[src/rtl/tx_flush_pkg.sv]
// Package: shared types and constants for the transmit FIFO flush controller.
// Assumes an 8-bit byte lane and a 32-bit status word.
package tx_flush_pkg;

    localparam int DATA_W        = 8;
    localparam int STAT_W        = 32;
    localparam int UNDERFLOW_BIT = 1;
    localparam int FLUSHED_BIT   = 13;

    localparam logic [STAT_W-1:0] FLUSH_STATUS =
        (STAT_W'(1) << UNDERFLOW_BIT) | (STAT_W'(1) << FLUSHED_BIT);

    // One FIFO entry: frame markers plus the byte.
    typedef struct packed {
        logic              sof;
        logic              eof;
        logic [DATA_W-1:0] data;
    } tx_beat_t;

    // Flush sequencer states.
    typedef enum logic [1:0] {
        FL_IDLE   = 2'd0,
        FL_CLOSE  = 2'd1,
        FL_STATUS = 2'd2
    } flush_state_t;

endpackage

[src/rtl/tx_flush_fifo.sv]
// Module: tx_flush_fifo
// A synchronous FIFO with a clear input that empties it on the same edge.
// The clear takes priority over push and pop. The storage array has no reset.
// Assumes the caller never relies on a push or pop that is refused by full/empty.
module tx_flush_fifo #(
    parameter int DEPTH = 8,
    parameter int W     = 10
) (
    input  logic         clk,
    input  logic         rst_n,
    input  logic         clr,
    input  logic         push,
    input  logic [W-1:0] wdata,
    input  logic         pop,
    output logic [W-1:0] rdata,
    output logic         empty,
    output logic         full
);

    localparam int            AW       = (DEPTH > 1) ? $clog2(DEPTH) : 1;
    localparam logic [AW-1:0] LAST_IDX = AW'(DEPTH - 1);
    localparam logic [AW:0]   FULL_CNT = (AW + 1)'(DEPTH);

    logic [W-1:0]  mem [DEPTH];
    logic [AW-1:0] wr_ptr;
    logic [AW-1:0] rd_ptr;
    logic [AW:0]   fill;
    logic          do_push;
    logic          do_pop;

    assign do_push = push && !full;
    assign do_pop  = pop && !empty;
    assign empty   = (fill == '0);
    assign full    = (fill == FULL_CNT);
    assign rdata   = mem[rd_ptr];

    function automatic logic [AW-1:0] nxt(input logic [AW-1:0] p);
        return (p == LAST_IDX) ? '0 : p + 1'b1;
    endfunction

    // Pointer and fill-level update; clear or reset returns everything to zero.
    always_ff @(posedge clk) begin
        if (!rst_n || clr) begin
            wr_ptr <= '0;
            rd_ptr <= '0;
            fill   <= '0;
        end else begin
            if (do_push) wr_ptr <= nxt(wr_ptr);
            if (do_pop)  rd_ptr <= nxt(rd_ptr);
            case ({do_push, do_pop})
                2'b10:   fill <= fill + 1'b1;
                2'b01:   fill <= fill - 1'b1;
                default: fill <= fill;
            endcase
        end
    end

    // Storage write; a push on the clearing edge is lost.
    always_ff @(posedge clk) begin
        if (do_push && !clr) mem[wr_ptr] <= wdata;
    end

endmodule

[src/rtl/tx_flush_drop.sv]
// Module: tx_flush_drop
// Discards input bytes after a flush until a start-of-frame byte is seen.
// Assumes 'accept' is the completed input handshake and 'arm' marks the flush edge.
module tx_flush_drop (
    input  logic clk,
    input  logic rst_n,
    input  logic arm,
    input  logic accept,
    input  logic in_sof,
    output logic store
);

    logic dropping;

    assign store = accept && (!dropping || in_sof);

    // Discard window: opened by a flush, closed by the first start-of-frame byte.
    always_ff @(posedge clk) begin
        if (!rst_n) begin
            dropping <= 1'b0;
        end else if (arm) begin
            dropping <= 1'b1;
        end else if (accept && in_sof) begin
            dropping <= 1'b0;
        end
    end

endmodule

[src/rtl/tx_flush_ctrl.sv]
// Module: tx_flush_ctrl
// Holds the flush control bit and sequences a flush: it clears the FIFO and
// aborts a frame in flight. For such a frame it offers the status word and waits
// for it to be taken; otherwise the flush completes one cycle later.
// Assumes no pop toward the MAC happens while the flush bit is set.
module tx_flush_ctrl
    import tx_flush_pkg::*;
(
    input  logic              clk,
    input  logic              rst_n,
    input  logic              sw_wr,
    input  logic              sw_flush,
    input  logic              pop,
    input  logic              pop_sof,
    input  logic              pop_eof,
    input  logic              st_ready,
    output logic              busy,
    output logic              start,
    output logic              st_valid,
    output logic [STAT_W-1:0] st_word,
    output logic              abort
);

    flush_state_t state;
    logic         in_frame;

    assign start    = sw_wr && sw_flush && (state == FL_IDLE);
    assign busy     = (state != FL_IDLE);
    assign st_valid = (state == FL_STATUS);
    assign st_word  = st_valid ? FLUSH_STATUS : '0;

    // Track whether the MAC is partway through a frame.
    always_ff @(posedge clk) begin
        if (!rst_n || start) begin
            in_frame <= 1'b0;
        end else if (pop) begin
            if (pop_eof)      in_frame <= 1'b0;
            else if (pop_sof) in_frame <= 1'b1;
        end
    end

    // Flush sequencer: idle, one-cycle close, or wait for the status handshake.
    always_ff @(posedge clk) begin
        if (!rst_n) begin
            state <= FL_IDLE;
        end else begin
            case (state)
                FL_IDLE:   if (start) state <= in_frame ? FL_STATUS : FL_CLOSE;
                FL_CLOSE:  state <= FL_IDLE;
                FL_STATUS: if (st_ready) state <= FL_IDLE;
                default:   state <= FL_IDLE;
            endcase
        end
    end

    // Underflow abort pulse for the frame cut off by the flush.
    always_ff @(posedge clk) begin
        if (!rst_n) abort <= 1'b0;
        else        abort <= start && in_frame;
    end

endmodule

[src/rtl/tx_fifo_flush.sv]
// Module: tx_fifo_flush (top)
// Transmit byte FIFO between the DMA front end and the MAC. It adds a
// software-requested flush, an underflow abort with status write-back, and
// discarding of input until the next start-of-frame byte.
// Assumes the MAC treats tx_abort as the end of the current frame.
module tx_fifo_flush
    import tx_flush_pkg::*;
#(
    parameter int DEPTH = 8
) (
    input  logic              clk,
    input  logic              rst_n,
    input  logic              sw_wr,
    input  logic              sw_flush,
    output logic              flush_busy,
    input  logic              dma_valid,
    output logic              dma_ready,
    input  logic [DATA_W-1:0] dma_data,
    input  logic              dma_sof,
    input  logic              dma_eof,
    output logic              tx_valid,
    input  logic              tx_ready,
    output logic [DATA_W-1:0] tx_data,
    output logic              tx_sof,
    output logic              tx_eof,
    output logic              tx_abort,
    output logic              st_valid,
    input  logic              st_ready,
    output logic [STAT_W-1:0] st_word
);

    localparam int BEAT_W = $bits(tx_beat_t);

    tx_beat_t wr_beat;
    tx_beat_t rd_beat;
    logic     fifo_empty;
    logic     fifo_full;
    logic     flush_start;
    logic     in_accept;
    logic     in_store;
    logic     out_pop;

    assign wr_beat    = '{sof: dma_sof, eof: dma_eof, data: dma_data};
    assign dma_ready  = !flush_busy && !fifo_full;
    assign in_accept  = dma_valid && dma_ready;
    assign tx_valid   = !fifo_empty && !flush_busy;
    assign out_pop    = tx_valid && tx_ready;
    assign tx_data    = rd_beat.data;
    assign tx_sof     = rd_beat.sof;
    assign tx_eof     = rd_beat.eof;

    tx_flush_fifo #(
        .DEPTH (DEPTH),
        .W     (BEAT_W)
    ) u_fifo (
        .clk   (clk),
        .rst_n (rst_n),
        .clr   (flush_start),
        .push  (in_store),
        .wdata (wr_beat),
        .pop   (out_pop),
        .rdata (rd_beat),
        .empty (fifo_empty),
        .full  (fifo_full)
    );

    tx_flush_drop u_drop (
        .clk    (clk),
        .rst_n  (rst_n),
        .arm    (flush_start),
        .accept (in_accept),
        .in_sof (dma_sof),
        .store  (in_store)
    );

    tx_flush_ctrl u_ctrl (
        .clk      (clk),
        .rst_n    (rst_n),
        .sw_wr    (sw_wr),
        .sw_flush (sw_flush),
        .pop      (out_pop),
        .pop_sof  (rd_beat.sof),
        .pop_eof  (rd_beat.eof),
        .st_ready (st_ready),
        .busy     (flush_busy),
        .start    (flush_start),
        .st_valid (st_valid),
        .st_word  (st_word),
        .abort    (tx_abort)
    );

endmodule

[config.mk]
export PLATFORM = sky130hd
export DESIGN_NAME = tx_fifo_flush
export DESIGN_NICKNAME = d
export VERILOG_FILES = /design/src/rtl/tx_flush_pkg.sv /design/src/rtl/tx_flush_fifo.sv /design/src/rtl/tx_flush_drop.sv /design/src/rtl/tx_flush_ctrl.sv /design/src/rtl/tx_fifo_flush.sv
export SDC_FILE = /design/constraint.sdc
export NUM_CORES = 1
export LEC_CHECK = 0
export BUFFER_PORTS_ARGS = -buffer_cell sky130_fd_sc_hd__buf_2
export CORE_UTILIZATION = 45
export DETAILED_ROUTE_END_ITERATION = 8
export HOLD_SLACK_MARGIN = 0.06
export PLACE_DENSITY = 0.66
export SYNTH_ARGS = -nofsm -noshare
export SYNTH_HDL_FRONTEND = slang
export SYNTH_SLANG_ARGS = --single-unit
[constraint.sdc]
create_clock -name clk -period 7.3 [get_ports clk]
set_clock_uncertainty 0.15 [all_clocks]
set_input_delay 0.73 -clock clk [delete_from_list [all_inputs] [get_ports clk]]
set_output_delay 0.73 -clock clk [all_outputs]
set_load 0.01 [all_outputs]
; ---- Word level (Yosys, flattened, before mapping)
; Memories as Yosys holds them, arrays and structs flattened. A register that Yosys moved wholly into a read port is not among the register bits.
; Cells that the tools add are included.
; W data, S select, Z words.
[op_classes]
add_sub_neg = 4
n_eq_ne = 8
n_mux = 16
reduce_logical = 28
[op_table]
columns = cell, n
row1 = $mux W14, 1
row2 = $logic_and A1 B1 Y1, 12
row3 = $mux W3, 4
row4 = $pmux W4 S2, 1
row5 = $reduce_bool A2 Y1, 4
row6 = $add A3 B1 Y3 const B, 2
row7 = $eq A3 B3 Y1 const B, 2
row8 = $logic_not A1 Y1, 6
row9 = $mux W1, 6
row10 = $mux W2, 3
row11 = $add A4 B1 Y4 const B, 1
row12 = $eq A2 B2 Y1 const B, 2
row13 = $eq A4 B4 Y1 const B, 1
row14 = $logic_not A4 Y1, 1
row15 = $pmux W2 S2, 1
row16 = $reduce_and A2 Y1, 2
row17 = $sub A4 B1 Y4 const B, 1
row18 = $eq A2 B1 Y1 const B, 1
row19 = $logic_not A2 Y1, 1
row20 = $logic_or A1 B1 Y1, 2
row21 = $ne A2 B1 Y1 const B, 1
row22 = $ne A2 B2 Y1 const B, 1
[totals]
ff_bits = 15
ramBits = 80
inputBits = 17
output_inout_bits = 47
word_cells = 64
memories = 1
[mem_list]
columns = memory, words, word_bits, read_ports, rd_ports_with_merged_regs, write_ports, line
row1 = u_fifo.mem, 8, 10, 1, 1, 1, tx_flush_fifo.sv:24  ; logic [W-1:0] mem [DEPTH];

; ---- Depth between registers and ports, before layout
[logic_depth]
word_depth = 9
mapped_depth = 11
mapped_depth_nobuf = 10

; ---- Modules after synthesis
; A second synthesis with hierarchy kept.
[unflattened]
cells_unflattened = 254
area_unflattened_um2 = 4174.0
[by_module_without_submodules]
columns = mod, n_inst, cells_each, area_each_um2
row1 = tx_flush_fifo, 1, 196, 3672.3
row2 = tx_flush_ctrl, 1, 48, 432.9
row3 = tx_flush_drop, 1, 6, 46.3
row4 = tx_fifo_flush, 1, 4, 22.5

; ---- Worst setup path after synthesis
; Ideal clock, no wire load.
[synth_path]
path_type = register -> register
startpoint = register u_fifo.fill[1]
endpoint = register u_fifo.fill[2]
setup_ns = 0.071
arrival_ns = 2.333
t_required_ns = 7.079
setup_slack_ns = 4.746
stages_incl_launch_ff = 12
n_path_buf = 1
period_less_slack_ns = 2.554
cell_sequence = dfxtp_1 > buf_4 > or4b_1 > o2111a_1 > clkinv_2 > ha_1 > xor2_1 > ha_1 > a21oi_1 > xor2_1 > or3_1 > a21oi_1
[synth_between]
elab_chain_cells = 8
word_cells_on_any_way = 17
cone_classes = 2 x add/sub / 3 x eq/ne / 1 x mux / 11 x reduce/logical
[synth_lines]
columns = item, line
row1 = start: declaration, tx_flush_fifo.sv:27  ; logic [AW:0] fill;
row2 = start signal: assignment, tx_flush_fifo.sv:51  ; 2'b10: fill <= fill + 1'b1;
row3 = start signal: assignment, tx_flush_fifo.sv:52  ; 2'b01: fill <= fill - 1'b1;
row4 = start signal: assignment, tx_flush_fifo.sv:53  ; default: fill <= fill;
row5 = $eq A4 B4 Y1, tx_flush_fifo.sv:34  ; assign full = (fill == FULL_CNT);
row6 = $logic_not A1 Y1, "tx_flush_fifo.sv:31, tx_fifo_flush.sv:44"
row7 = $logic_and A1 B1 Y1, tx_fifo_flush.sv:44  ; assign dma_ready = !flush_busy && !fifo_full;
row8 = $logic_and A1 B1 Y1, tx_fifo_flush.sv:45  ; assign in_accept = dma_valid && dma_ready;
row9 = $logic_and A1 B1 Y1, tx_flush_drop.sv:15  ; assign store = accept && (!dropping || in_sof);
row10 = $logic_and A1 B1 Y1, tx_flush_fifo.sv:31  ; assign do_push = push && !full;
row11 = $eq A2 B1 Y1 / $eq A2 B2 Y1 (equally long branches), tx_flush_fifo.sv:50  ; case ({do_push, do_pop})
row12 = $pmux W4 S2 / $reduce_bool A2 Y1 (equally long branches), -
; Several ways; a longest one is shown, not always the timed one.
; A chain may end at the register's enable or synchronous reset.

==> flow_metrics.env <==
export IMPL_p_leak_uw=0.001602
export IMPL_die_x_um=98.18
export IMPL_synth_simple_area_share=0.05711
export IMPL_crit_path_start_kind="register"
export IMPL_critPathCaptureType="output port"
export IMPL_synth_mux_area_fraction=0.1521
export IMPL_dr_first_iter_drc_count=116
export IMPL_critical_path_class="reg2out"
export IMPL_synth_compound_area_frac=0.02495
export IMPL_place_congestion=0.7537
export IMPL_syn_mean_instance_area_um2=16.72
export IMPL_cp_required_ns=6.42
export IMPL_drtPass1Iterations=8
export IMPL_critical_path_arrival_ns=2.12
export IMPL_cts_root_buf="clkbuf_8"
export IMPL_initial_core_util=0.4704
export IMPL_finalSetupViolations=0
export IMPL_track_usage=0.1522
export IMPL_diodes=0
export IMPL_fin_nets=308
export IMPL_top_usage_layer="met2"
export IMPL_fin_tns_setup_ns=0
export IMPL_netlist_area_um2=4163
export IMPL_ctsResizeCount=0
export IMPL_worstMarginPinSlew_ns=1.155
export IMPL_overflow=0
export IMPL_synth_cell_type_count=42
export IMPL_drv_cap=0
export IMPL_cts_sinks=98
export IMPL_use_met1=0.1993
export IMPL_synthFlopType="edfxtp_1"
export IMPL_fin_util=0.5074
export IMPL_clkSlewWorstSetupHoldPaths_ns=0.09
export IMPL_cts_tree="done"
export IMPL_hold_viol=0
export IMPL_postCtsSetupRepairBufs=0
export IMPL_hold_path_class="reg2reg"
export IMPL_slew_headroom=0.2272
export IMPL_ant_nets=0
export IMPL_cts_path_max_buffers=2
export IMPL_syn_inst=249
export IMPL_area_growth_pct=7.845
export IMPL_synth_xor_area_share=0.006312
export IMPL_vias=2037
export IMPL_grt_pass1_wl_um=10740
export IMPL_dieArea_um2=9639
export IMPL_gr_usage_met3=0.02649
export IMPL_core_um2=8848
export IMPL_synth_top_cells_by_count="edfxtp_1, buf_4, dfxtp_1"
export IMPL_rsz0062_at_grt="no"
export IMPL_met2_usage=0.2470
export IMPL_max_freq_ghz=0.3329
export IMPL_antenna_found_initial=0
export IMPL_layout_drive_gt1_share=0.2734
export IMPL_ys_ff_latch=98
export IMPL_dp_hpwl_um=4175
export IMPL_portBuffers=33
export IMPL_max_vdd_ir_drop_v=0.00009875
export IMPL_die_height_um=98.18
export IMPL_min_period_ns=3.004
export IMPL_wl_per_cell_um=17.03
export IMPL_postCtsHoldBufs=0
export IMPL_clk_latency_ns=0.35
export IMPL_synth_area_leaders="edfxtp_1, dfxtp_1, mux4_2"
export IMPL_drc=0
export IMPL_min_period_over_period=0.4115
export IMPL_fin_cells=397
export IMPL_grt_pass1_vias=1958
export IMPL_grt_max_degree=21
export IMPL_place_inst=381
export IMPL_power_density_nw_per_um2=246.6
export IMPL_pin_count=64
export IMPL_wl_um=6761
export IMPL_htree_levels=3
export IMPL_synth_area_leader_cell="edfxtp_1"
export IMPL_cts_made_buffers=9
export IMPL_yosysSeqAreaShare=0.6637
export IMPL_yosysWarningCount=0
export IMPL_status="complete, no violations"
export IMPL_synth_top_family_by_area="multiplexers"
export IMPL_vias_per_cell=5.131
export IMPL_rows=34
export IMPL_fill_cells=740
export IMPL_whs_ns=0.2900
export IMPL_synth_adder_area_share=0.02104
export IMPL_slew_violations=0
export IMPL_synth_top_area_frac=0.5771
export IMPL_yosysMostFrequentCell="edfxtp_1"
export IMPL_synth_edf_count=80
export IMPL_ys_async_sr_fraction=0
export IMPL_cp_max_fo=18
-- layout make-up --
class	count	area, um^2	share of cell area
flip-flops and latches	98	2763	0.6154
multi-input cells	135	1201	0.2676
repair buffers	36	187.7	0.04181
well taps	108	135.1	0.03010
clock buffers	9	123.9	0.02759
clock inverters	7	62.56	0.01394
inverters	4	16.27	0.003623
-- report_power, final --
group	leakage [uW]	switching (uW)	internal, uW
clock	0.0000910	195	130
combinational	0.000641	78.8	70.6
sequential	0.000870	12.0	621
-- registers in the layout (all words and copies together), names as in the netlist, named ones only --
signal           cells
u_fifo.fill          4
u_ctrl.state         2
u_fifo.wr_ptr        3
u_drop.dropping      1
u_fifo.rd_ptr        3
u_ctrl.in_frame      1
u_ctrl.abort         1
u_fifo.mem          80
-- layout by cell type, fill, tap and decap left out, types with 3 or more instances in the layout --
master and instances:
inv_1 3, mux2_2 9, buf_2 33, mux2i_1 4, mux4_1 7, nand3_1 4
mux4_2 13, nand2_1 8, ha_1 7, xor2_1 3, inv_6 3, conb_1 30
edfxtp_1 80, nor2_1 16, a21oi_1 7, buf_4 3, clkbuf_8 9, dfxtp_1 18
o21ai_0 4
-- per-layer routing --
metal	up-vias	share of wire
li1	961	-
met1	1018	0.46
met2	54	0.50
met3	4	0.036
met4	0	0.0096
met5	-	0
-- worst max-delay path, stage by stage (launching register included) --
cell	delay (ns)
dfxtp_1	0.91
mux4_2	0.42
mux2_2	0.28
buf_2	0.14
-- cells by family (layout without fill, tap and decap cells) --
| logic type | count (synthesis) | in the layout |
|---|---|---|
| AO/OA/AOI/OAI | 16 | 16 |
| XOR/XNOR | 3 | 3 |
| other | 1 | 30 |
| buffers and inverters | 45 | 56 |
| flip-flops | 98 | 98 |
| multiplexers | 34 | 34 |
| adder cells (fa/ha/maj) | 7 | 7 |
| AND/OR/NAND/NOR | 45 | 45 |
-- per-stage QoR --
step | setup slack, ns | instance area [um^2] | power [uW]
2_1_floorplan | 4.746 | 4272 | 769.7
3_3_place_gp | 4.302 | 4303 | 792.9
3_5_place_dp | 4.194 | 4303 | 797.0
4_1_cts | 4.246 | 4489 | 1117
5_1_grt | 4.166 | 4489 | 1155
6_report | 4.296 | 4489 | 1107
-- worst paths after layout --
kind	from	end	slack [ns]	cells after the start
worst min register to register	u_ctrl.in_frame	u_ctrl.state[0]	0.29	1
worst max register to register	u_fifo.fill[1]	u_fifo.mem[2][9]	4.47	5
worst max-delay path	register	tx_data[0]	4.30	3
worst min-delay path	u_ctrl.in_frame	u_ctrl.state[0]	0.29	1
No activity file was read; power rests on OpenSTA's default activity.
